$ cat src/rtl/sdc_cmd_pkg.sv
package sdc_cmd_pkg;
  localparam int ADDR_W = 3;
  localparam logic [ADDR_W-1:0] A_ARG  = 3'd0;
  localparam logic [ADDR_W-1:0] A_CMD  = 3'd1;
  localparam logic [ADDR_W-1:0] A_STAT = 3'd2;
  localparam logic [ADDR_W-1:0] A_RSP0 = 3'd4;

  localparam int NFLAG  = 4;
  localparam int F_SENT = 0;
  localparam int F_REND = 1;
  localparam int F_TMO  = 2;
  localparam int F_CRC  = 3;

  typedef enum logic [1:0] {ST_IDLE, ST_SEND, ST_RESP} seq_st_t;
endpackage

$ cat src/rtl/sdc_crc7.sv
module sdc_crc7 (
  input  logic       clk,
  input  logic       rst,
  input  logic       clr,
  input  logic       upd,
  input  logic       shift,
  input  logic       din,
  output logic [6:0] crc
);
  logic fb;
  assign fb = crc[6] ^ din;

  always_ff @(posedge clk) begin
    if (rst || clr)
      crc <= '0;
    else if (upd)
      crc <= {crc[5:0], 1'b0} ^ ({7{fb}} & 7'h09);
    else if (shift)
      crc <= {crc[5:0], 1'b0};
  end
endmodule

$ cat src/rtl/sdc_cmd_tx.sv
module sdc_cmd_tx #(
  parameter int HDR_W = 40
) (
  input  logic             clk,
  input  logic             rst,
  input  logic             tick,
  input  logic             start,
  input  logic [HDR_W-1:0] hdr,
  output logic             line_out,
  output logic             line_oe,
  output logic             done
);
  localparam int FRAME_W = HDR_W + 8;
  localparam int CNT_W   = $clog2(FRAME_W + 1);

  logic             busy;
  logic [CNT_W-1:0] cnt;
  logic [HDR_W-1:0] sr;
  logic [6:0]       crc;
  logic             in_hdr, in_crc, step;

  assign in_hdr = cnt < CNT_W'(HDR_W);
  assign in_crc = (cnt >= CNT_W'(HDR_W)) && (cnt < CNT_W'(FRAME_W - 1));
  assign step   = tick && busy && (cnt != CNT_W'(FRAME_W));

  sdc_crc7 i_crc (
    .clk   (clk),
    .rst   (rst),
    .clr   (start),
    .upd   (step && in_hdr),
    .shift (step && in_crc),
    .din   (sr[HDR_W-1]),
    .crc   (crc)
  );

  always_ff @(posedge clk) begin
    if (rst) begin
      busy     <= 1'b0;
      cnt      <= '0;
      sr       <= '0;
      line_out <= 1'b1;
      line_oe  <= 1'b0;
      done     <= 1'b0;
    end else begin
      done <= 1'b0;
      if (start) begin
        busy <= 1'b1;
        cnt  <= '0;
        sr   <= hdr;
      end else if (tick && busy) begin
        if (cnt == CNT_W'(FRAME_W)) begin
          busy     <= 1'b0;
          line_oe  <= 1'b0;
          line_out <= 1'b1;
          done     <= 1'b1;
        end else begin
          line_oe  <= 1'b1;
          line_out <= in_hdr ? sr[HDR_W-1] : (in_crc ? crc[6] : 1'b1);
          sr       <= {sr[HDR_W-2:0], 1'b0};
          cnt      <= cnt + 1'b1;
        end
      end
    end
  end
endmodule

$ cat src/rtl/sdc_cmd_rx.sv
module sdc_cmd_rx #(
  parameter int DATA_W  = 32,
  parameter int WORDS   = 4,
  parameter int HDR_W   = 40,
  parameter int TIMEOUT = 64
) (
  input  logic                    clk,
  input  logic                    rst,
  input  logic                    tick,
  input  logic                    arm,
  input  logic                    long_mode,
  input  logic                    line_in,
  output logic                    done_ok,
  output logic                    done_crc,
  output logic                    done_tmo,
  output logic [WORDS*DATA_W-1:0] frame
);
  localparam int SR_W      = WORDS * DATA_W;
  localparam int SHORT_LEN = HDR_W + 8;
  localparam int LONG_LEN  = SR_W + 8;
  localparam int CNT_W     = $clog2(LONG_LEN + 1);
  localparam int TO_W      = $clog2(TIMEOUT + 1);

  typedef enum logic [1:0] {RX_OFF, RX_HUNT, RX_SHIFT} rx_st_t;

  rx_st_t           st;
  logic [CNT_W-1:0] cnt, pos, last_pos;
  logic [TO_W-1:0]  to_cnt;
  logic             long_q, in_crc, sample;
  logic [SR_W-1:0]  sr_next;
  logic [6:0]       crc;

  assign pos      = (st == RX_HUNT) ? '0 : cnt;
  assign in_crc   = long_q ? ((pos >= CNT_W'(8)) && (pos < CNT_W'(SR_W)))
                           : (pos < CNT_W'(HDR_W));
  assign last_pos = long_q ? CNT_W'(LONG_LEN - 1) : CNT_W'(SHORT_LEN - 1);
  assign sample   = tick && (((st == RX_HUNT) && !line_in) || (st == RX_SHIFT));
  assign sr_next  = {frame[SR_W-2:0], line_in};

  sdc_crc7 i_crc (
    .clk   (clk),
    .rst   (rst),
    .clr   (arm),
    .upd   (sample && in_crc),
    .shift (1'b0),
    .din   (line_in),
    .crc   (crc)
  );

  always_ff @(posedge clk) begin
    if (rst) begin
      st       <= RX_OFF;
      cnt      <= '0;
      to_cnt   <= '0;
      long_q   <= 1'b0;
      frame    <= '0;
      done_ok  <= 1'b0;
      done_crc <= 1'b0;
      done_tmo <= 1'b0;
    end else begin
      done_ok  <= 1'b0;
      done_crc <= 1'b0;
      done_tmo <= 1'b0;
      case (st)
        RX_OFF: begin
          if (arm) begin
            st     <= RX_HUNT;
            to_cnt <= '0;
            long_q <= long_mode;
          end
        end
        RX_HUNT: begin
          if (tick) begin
            if (!line_in) begin
              st    <= RX_SHIFT;
              cnt   <= CNT_W'(1);
              frame <= sr_next;
            end else if (to_cnt == TO_W'(TIMEOUT - 1)) begin
              st       <= RX_OFF;
              done_tmo <= 1'b1;
            end else begin
              to_cnt <= to_cnt + 1'b1;
            end
          end
        end
        RX_SHIFT: begin
          if (tick) begin
            frame <= sr_next;
            cnt   <= cnt + 1'b1;
            if (cnt == last_pos) begin
              st <= RX_OFF;
              if (sr_next[7:1] == crc) done_ok  <= 1'b1;
              else                     done_crc <= 1'b1;
            end
          end
        end
        default: st <= RX_OFF;
      endcase
    end
  end
endmodule

$ cat src/rtl/sdc_cmd_engine.sv
module sdc_cmd_engine
  import sdc_cmd_pkg::*;
#(
  parameter int DATA_W       = 32,
  parameter int IDX_W        = 6,
  parameter int RESP_WORDS   = 4,
  parameter int RESP_TIMEOUT = 64
) (
  input  logic              clk,
  input  logic              rst,
  input  logic              card_tick,
  input  logic              reg_wr,
  input  logic [ADDR_W-1:0] reg_addr,
  input  logic [DATA_W-1:0] reg_wdata,
  input  logic [ADDR_W-1:0] rd_addr,
  output logic [DATA_W-1:0] rd_data,
  output logic              cmd_out,
  output logic              cmd_oe,
  input  logic              cmd_in
);
  localparam int HDR_W    = 2 + IDX_W + DATA_W;
  localparam int SR_W     = RESP_WORDS * DATA_W;
  localparam int WAIT_BIT = IDX_W;
  localparam int LONG_BIT = IDX_W + 1;
  localparam int GO_BIT   = IDX_W + 2;
  localparam int RIDX_W   = $clog2(RESP_WORDS);

  seq_st_t           st_q;
  logic [DATA_W-1:0] arg_q;
  logic              wait_q, long_q;
  logic [NFLAG-1:0]  status_q, set_vec, clr_vec;
  logic              launch, tx_done, rx_ok, rx_crc, rx_tmo, capture;
  logic [SR_W-1:0]   rx_frame;
  logic [DATA_W-1:0] resp_w [RESP_WORDS];

  assign launch = reg_wr && (reg_addr == A_CMD) && reg_wdata[GO_BIT] &&
                  (st_q == ST_IDLE);

  sdc_cmd_tx #(.HDR_W(HDR_W)) i_tx (
    .clk      (clk),
    .rst      (rst),
    .tick     (card_tick),
    .start    (launch),
    .hdr      ({1'b0, 1'b1, reg_wdata[IDX_W-1:0], arg_q}),
    .line_out (cmd_out),
    .line_oe  (cmd_oe),
    .done     (tx_done)
  );

  sdc_cmd_rx #(
    .DATA_W  (DATA_W),
    .WORDS   (RESP_WORDS),
    .HDR_W   (HDR_W),
    .TIMEOUT (RESP_TIMEOUT)
  ) i_rx (
    .clk       (clk),
    .rst       (rst),
    .tick      (card_tick),
    .arm       (tx_done && wait_q),
    .long_mode (long_q),
    .line_in   (cmd_in),
    .done_ok   (rx_ok),
    .done_crc  (rx_crc),
    .done_tmo  (rx_tmo),
    .frame     (rx_frame)
  );

  always_comb begin
    set_vec         = '0;
    set_vec[F_SENT] = tx_done && !wait_q;
    set_vec[F_REND] = rx_ok;
    set_vec[F_TMO]  = rx_tmo;
    set_vec[F_CRC]  = rx_crc;
    clr_vec = (reg_wr && (reg_addr == A_STAT)) ? reg_wdata[NFLAG-1:0] : '0;
  end

  assign capture = rx_ok || rx_crc;

  always_ff @(posedge clk) begin
    if (rst) begin
      st_q     <= ST_IDLE;
      arg_q    <= '0;
      wait_q   <= 1'b0;
      long_q   <= 1'b0;
      status_q <= '0;
    end else begin
      status_q <= (status_q & ~clr_vec) | set_vec;
      if (reg_wr && (reg_addr == A_ARG))
        arg_q <= reg_wdata;
      case (st_q)
        ST_IDLE: if (launch) begin
          st_q   <= ST_SEND;
          wait_q <= reg_wdata[WAIT_BIT];
          long_q <= reg_wdata[LONG_BIT];
        end
        ST_SEND: if (tx_done)
          st_q <= wait_q ? ST_RESP : ST_IDLE;
        ST_RESP: if (rx_ok || rx_crc || rx_tmo)
          st_q <= ST_IDLE;
        default: st_q <= ST_IDLE;
      endcase
    end
  end

  for (genvar w = 0; w < RESP_WORDS; w++) begin : g_rsp
    logic [DATA_W-1:0] word_q;
    always_ff @(posedge clk) begin
      if (rst)
        word_q <= '0;
      else if (capture) begin
        if (long_q)
          word_q <= rx_frame[SR_W-1-w*DATA_W -: DATA_W];
        else if (w == 0)
          word_q <= rx_frame[HDR_W-1 -: DATA_W];
      end
    end
    assign resp_w[w] = word_q;
  end

  always_ff @(posedge clk) begin
    if (rst)
      rd_data <= '0;
    else if (rd_addr == A_STAT)
      rd_data <= {{(DATA_W-NFLAG){1'b0}}, status_q};
    else if (rd_addr[ADDR_W-1])
      rd_data <= resp_w[rd_addr[RIDX_W-1:0]];
    else
      rd_data <= '0;
  end
endmodule

$ cat config.mk
export PLATFORM = sky130hd
export DESIGN_NAME = sdc_cmd_engine
export DESIGN_NICKNAME = d
export VERILOG_FILES = /design/src/rtl/sdc_cmd_pkg.sv /design/src/rtl/sdc_crc7.sv /design/src/rtl/sdc_cmd_tx.sv /design/src/rtl/sdc_cmd_rx.sv /design/src/rtl/sdc_cmd_engine.sv
export SDC_FILE = /design/constraint.sdc
export NUM_CORES = 1
export LEC_CHECK = 0
export BUFFER_PORTS_ARGS = -buffer_cell sky130_fd_sc_hd__buf_4
export CORE_ASPECT_RATIO = 0.75
export CORE_UTILIZATION = 61
export CTS_CLUSTER_DIAMETER = 60
export DETAILED_ROUTE_END_ITERATION = 10
export PLACE_DENSITY_LB_ADDON = 0.2
export SETUP_SLACK_MARGIN = 0.2
export SLEW_MARGIN = 20
export SYNTH_ARGS = -nofsm -noshare
export SYNTH_HDL_FRONTEND = slang
export SYNTH_SLANG_ARGS = --single-unit
export TNS_END_PERCENT = 5
$ cat constraint.sdc
create_clock -name clk -period 2.2 [get_ports clk]
set_input_delay 0.11 -clock clk [delete_from_list [all_inputs] [get_ports clk]]
set_output_delay 0.11 -clock clk [all_outputs]
set_load 0.05 [all_outputs]
==> results.py <==
metrics = {
    "placed_design": {
        "dpl-instance-area_um2": 16700,
        "globalplace.congestion": 0.783,
        "io_buffers": 76,
        "dp_slack_ps": 335,
        "dpl.cell_count": 2136,
        "dp_hpwl_mm": 21.1,
    },
    "timing": {
        "max_freq_ghz": 0.520,
        "timing.final.crit_share": 0.874,
        "post-route-min-period_ps": 1920,
        "tightest_slew_ps": 1140,
        "rsz0062_at_grt": "yes",
        "tns_ps": 0,
        "setup_viol": 0,
        "holdWs_ps": 11.8,
        "hold_violations": 0,
        "slew_headroom": 0.241,
        "finClkSkew_ps": 21.4,
        "drv_slew": 0,
        "setup_slack_ps": 276,
    },
    "clock_tree": {
        "clk_pin_slew_worst_paths_ps": 60,
        "insertion_delay_ps": 540,
        "clockRootBuffer": "clkbuf_16",
        "cts_max_level": 2,
        "cts_setup_buffers": 0,
        "cts.sinks": 413,
        "cts_buffer_depth": 3,
        "cts_tree": "built",
        "cts_buffers": 40,
    },
    "synthesis": {
        "synth_cell_type_count": 59,
        "ys_seq_elements": 413,
        "syn_area_per_cell_um2": 8.81,
        "synth_common_cells": "nand2_1, dfxtp_1, a21oi_1",
        "synth.most_common_cell": "nand2_1",
        "syn_nets": 1877,
        "synth_edf_count": 0,
        "syn-cell-area_um2": 16100,
        "synth_largest_area_cell": "dfxtp_1",
        "synth_top_area_share": 0.513,
        "ys_seq_area_frac": 0.513,
        "synth_flop_cell": "dfxtp_1",
        "syn_inst": 1830,
        "yosys-top-cells-area": "dfxtp_1, nand2_1, a21oi_1",
        "yosys_warnings": 0,
        "synthArstFlopShare": 0,
    },
    "power_and_ir_drop": {
        "power_density_nw_per_um2": 802,
        "vdd_ir_drop_max_mv": 0.566,
        "p_leak_nw": 6.17,
        "finalPower_mw": 14.8,
    },
    "floorplan": {
        "die_y_um": 143,
        "io_pins": 77,
        "fp.dieArea_um2": 27100,
        "die_x_um": 190,
        "coreArea_um2": 26000,
        "initial_utilization": 0.621,
        "num_rows": 51,
    },
    "worst_setup_path": {
        "startpoint_type": "flop",
        "critPathSlowestCell": "dfxtp_1",
        "crit_family": "compound AO/OA/AOI/OAI gates",
        "critPathCaptureType": "flop",
        "worstPathMaxFanout": 30,
        "path_class": "flop to flop",
        "cp.buffers_inverters": 2,
        "cp_data_arrival_time_ps": 2340,
        "path_cells": "inv_1, ha_1, and4bb_1, a21oi_4, buf_12, mux2i_1, a211oi_1",
        "crit_required_ps": 2620,
        "cp_slowest_stage_delay_ps": 420,
    },
    "route": {
        "ant_nets": 0,
        "drtIter0Drc": 934,
        "wirelength_mm": 35.2,
        "drc": 0,
        "dr.pass1.iters": 4,
        "via_per_inst": 5.65,
        "vias": 12700,
        "routedWlPerCell_um": 15.7,
    },
    "final_layout": {
        "final_cell_area_um2": 18400,
        "utilization": 0.709,
        "nNetsFinal": 1916,
        "final.fill_count": 2012,
        "stdcell_count": 2243,
        "drive_gt1_frac": 0.112,
        "diodes": 0,
        "area_growth_pct": 14.3,
    },
    "outcome": {
        "outcome": "complete, no violations",
    },
    "worst_hold_path": {
        "hold_path.class": "input pin to flop",
    },
    "global_route": {
        "grt_max_degree": 140,
        "grt_first_pass_wirelength_mm": 59.1,
        "antenna_found_initial": 0,
        "grt_util_met1": 0.390,
        "grt_overflow": 0,
        "grtUsageMet3": 0.0347,
        "met2_usage": 0.409,
        "grt_pass1_vias": 11800,
        "track_usage": 0.264,
        "grt_most_used_layer": "met2",
    },
    "run": {
        "cap_violations": 0,
    },
}
==> power by group <==
group | switching [mW] | total, mW | leakage (nW) | internal, mW
sequential | 0.0174 | 7.52 | 3.33 | 7.51
combinational | 0.255 | 0.426 | 2.18 | 0.170
clock | 2.81 | 6.83 | 0.663 | 4.02
total | 3.08 | 14.8 | 6.17 | 11.7
==> placed cells by master, fill, tap and decap left out, types with 7 or more instances in the layout <==
cell type / instances
nor2b_1: 31
inv_1: 10
mux2i_1: 87
buf_12: 7
nor2_1: 100
dlygate4sd3_1: 35
nor3_1: 8
clkinv_2: 7
xnor2_1: 7
xor2_1: 14
clkbuf_8: 12
buf_4: 92
clkbuf_1: 9
a21oi_1: 277
dfxtp_1: 412
mux4_2: 32
nand2_1: 545
clkbuf_16: 42
a211oi_1: 72
or3_1: 7
o2111ai_1: 9
==> state kept, by name, summed over array words and instances, names as in the netlist, 7 cells and up <==
| register | count |
|---|---|
| g_rsp.word_q | 128 |
| i_rx.frame | 128 |
| i_tx.sr | 40 |
| arg_q | 32 |
| rd_data | 32 |
| i_rx.cnt | 8 |
| i_rx.i_crc.crc | 7 |
| i_rx.to_cnt | 7 |
| i_tx.i_crc.crc | 7 |
==> area by class of cell <==
cell class	count	area [um^2]	area share
timing repair buffer	136	1210	0.0655
tap	344	430	0.0234
clock buffer	63	1250	0.0678
inverter	11	41.3	0.00224
clock inverter	9	81.3	0.00441
sequential	413	8270	0.449
multi-input combinational	1267	7140	0.388
==> kinds of logic (layout without fill, tap and decap cells) <==
| logic type | Yosys count | after routing | synth area share |
|---|---|---|---|
| flops | 413 | 413 | 0.513 |
| compound gates | 381 | 381 | 0.137 |
| simple gates | 741 | 741 | 0.190 |
| mux | 120 | 120 | 0.0994 |
| buf+inv | 150 | 219 | 0.0466 |
| fa+ha+maj | 4 | 4 | 0.00310 |
| xor+xnor | 21 | 21 | 0.0114 |
==> worst paths after layout <==
path | start | to | slack, ps | depth (start not counted)
max reg2reg | i_tx.cnt[0] | i_tx.sr[21] | 280 | 7
min reg2reg | g_rsp[2].word_q[17] | g_rsp[2].word_q[17] | 450 | 2
min | rst | status_q[2] | 10 | 2
max | i_tx.cnt[0] | i_tx.sr[21] | 280 | 7
==> layer usage <==
| layer | vias to the layer above | wire length [um] | part of all wire |
|---|---|---|---|
| met5 | - | 0 | 0 |
| met4 | 0 | 600 | 0.017 |
| li1 | 6276 | - | - |
| met1 | 6040 | 17300 | 0.49 |
| met2 | 299 | 15600 | 0.44 |
| met3 | 58 | 1780 | 0.051 |
==> repair_timing <==
| action | in CTS | in global routing |
|---|---|---|
| endpoints found under the hold margin | 50 | 0 |
| hold buffers | 35 | 0 |
| endpoints found under the setup margin | 0 | 16 |
| resized for setup | 0 | 1 |
Power figures use the tool's default switching activity.
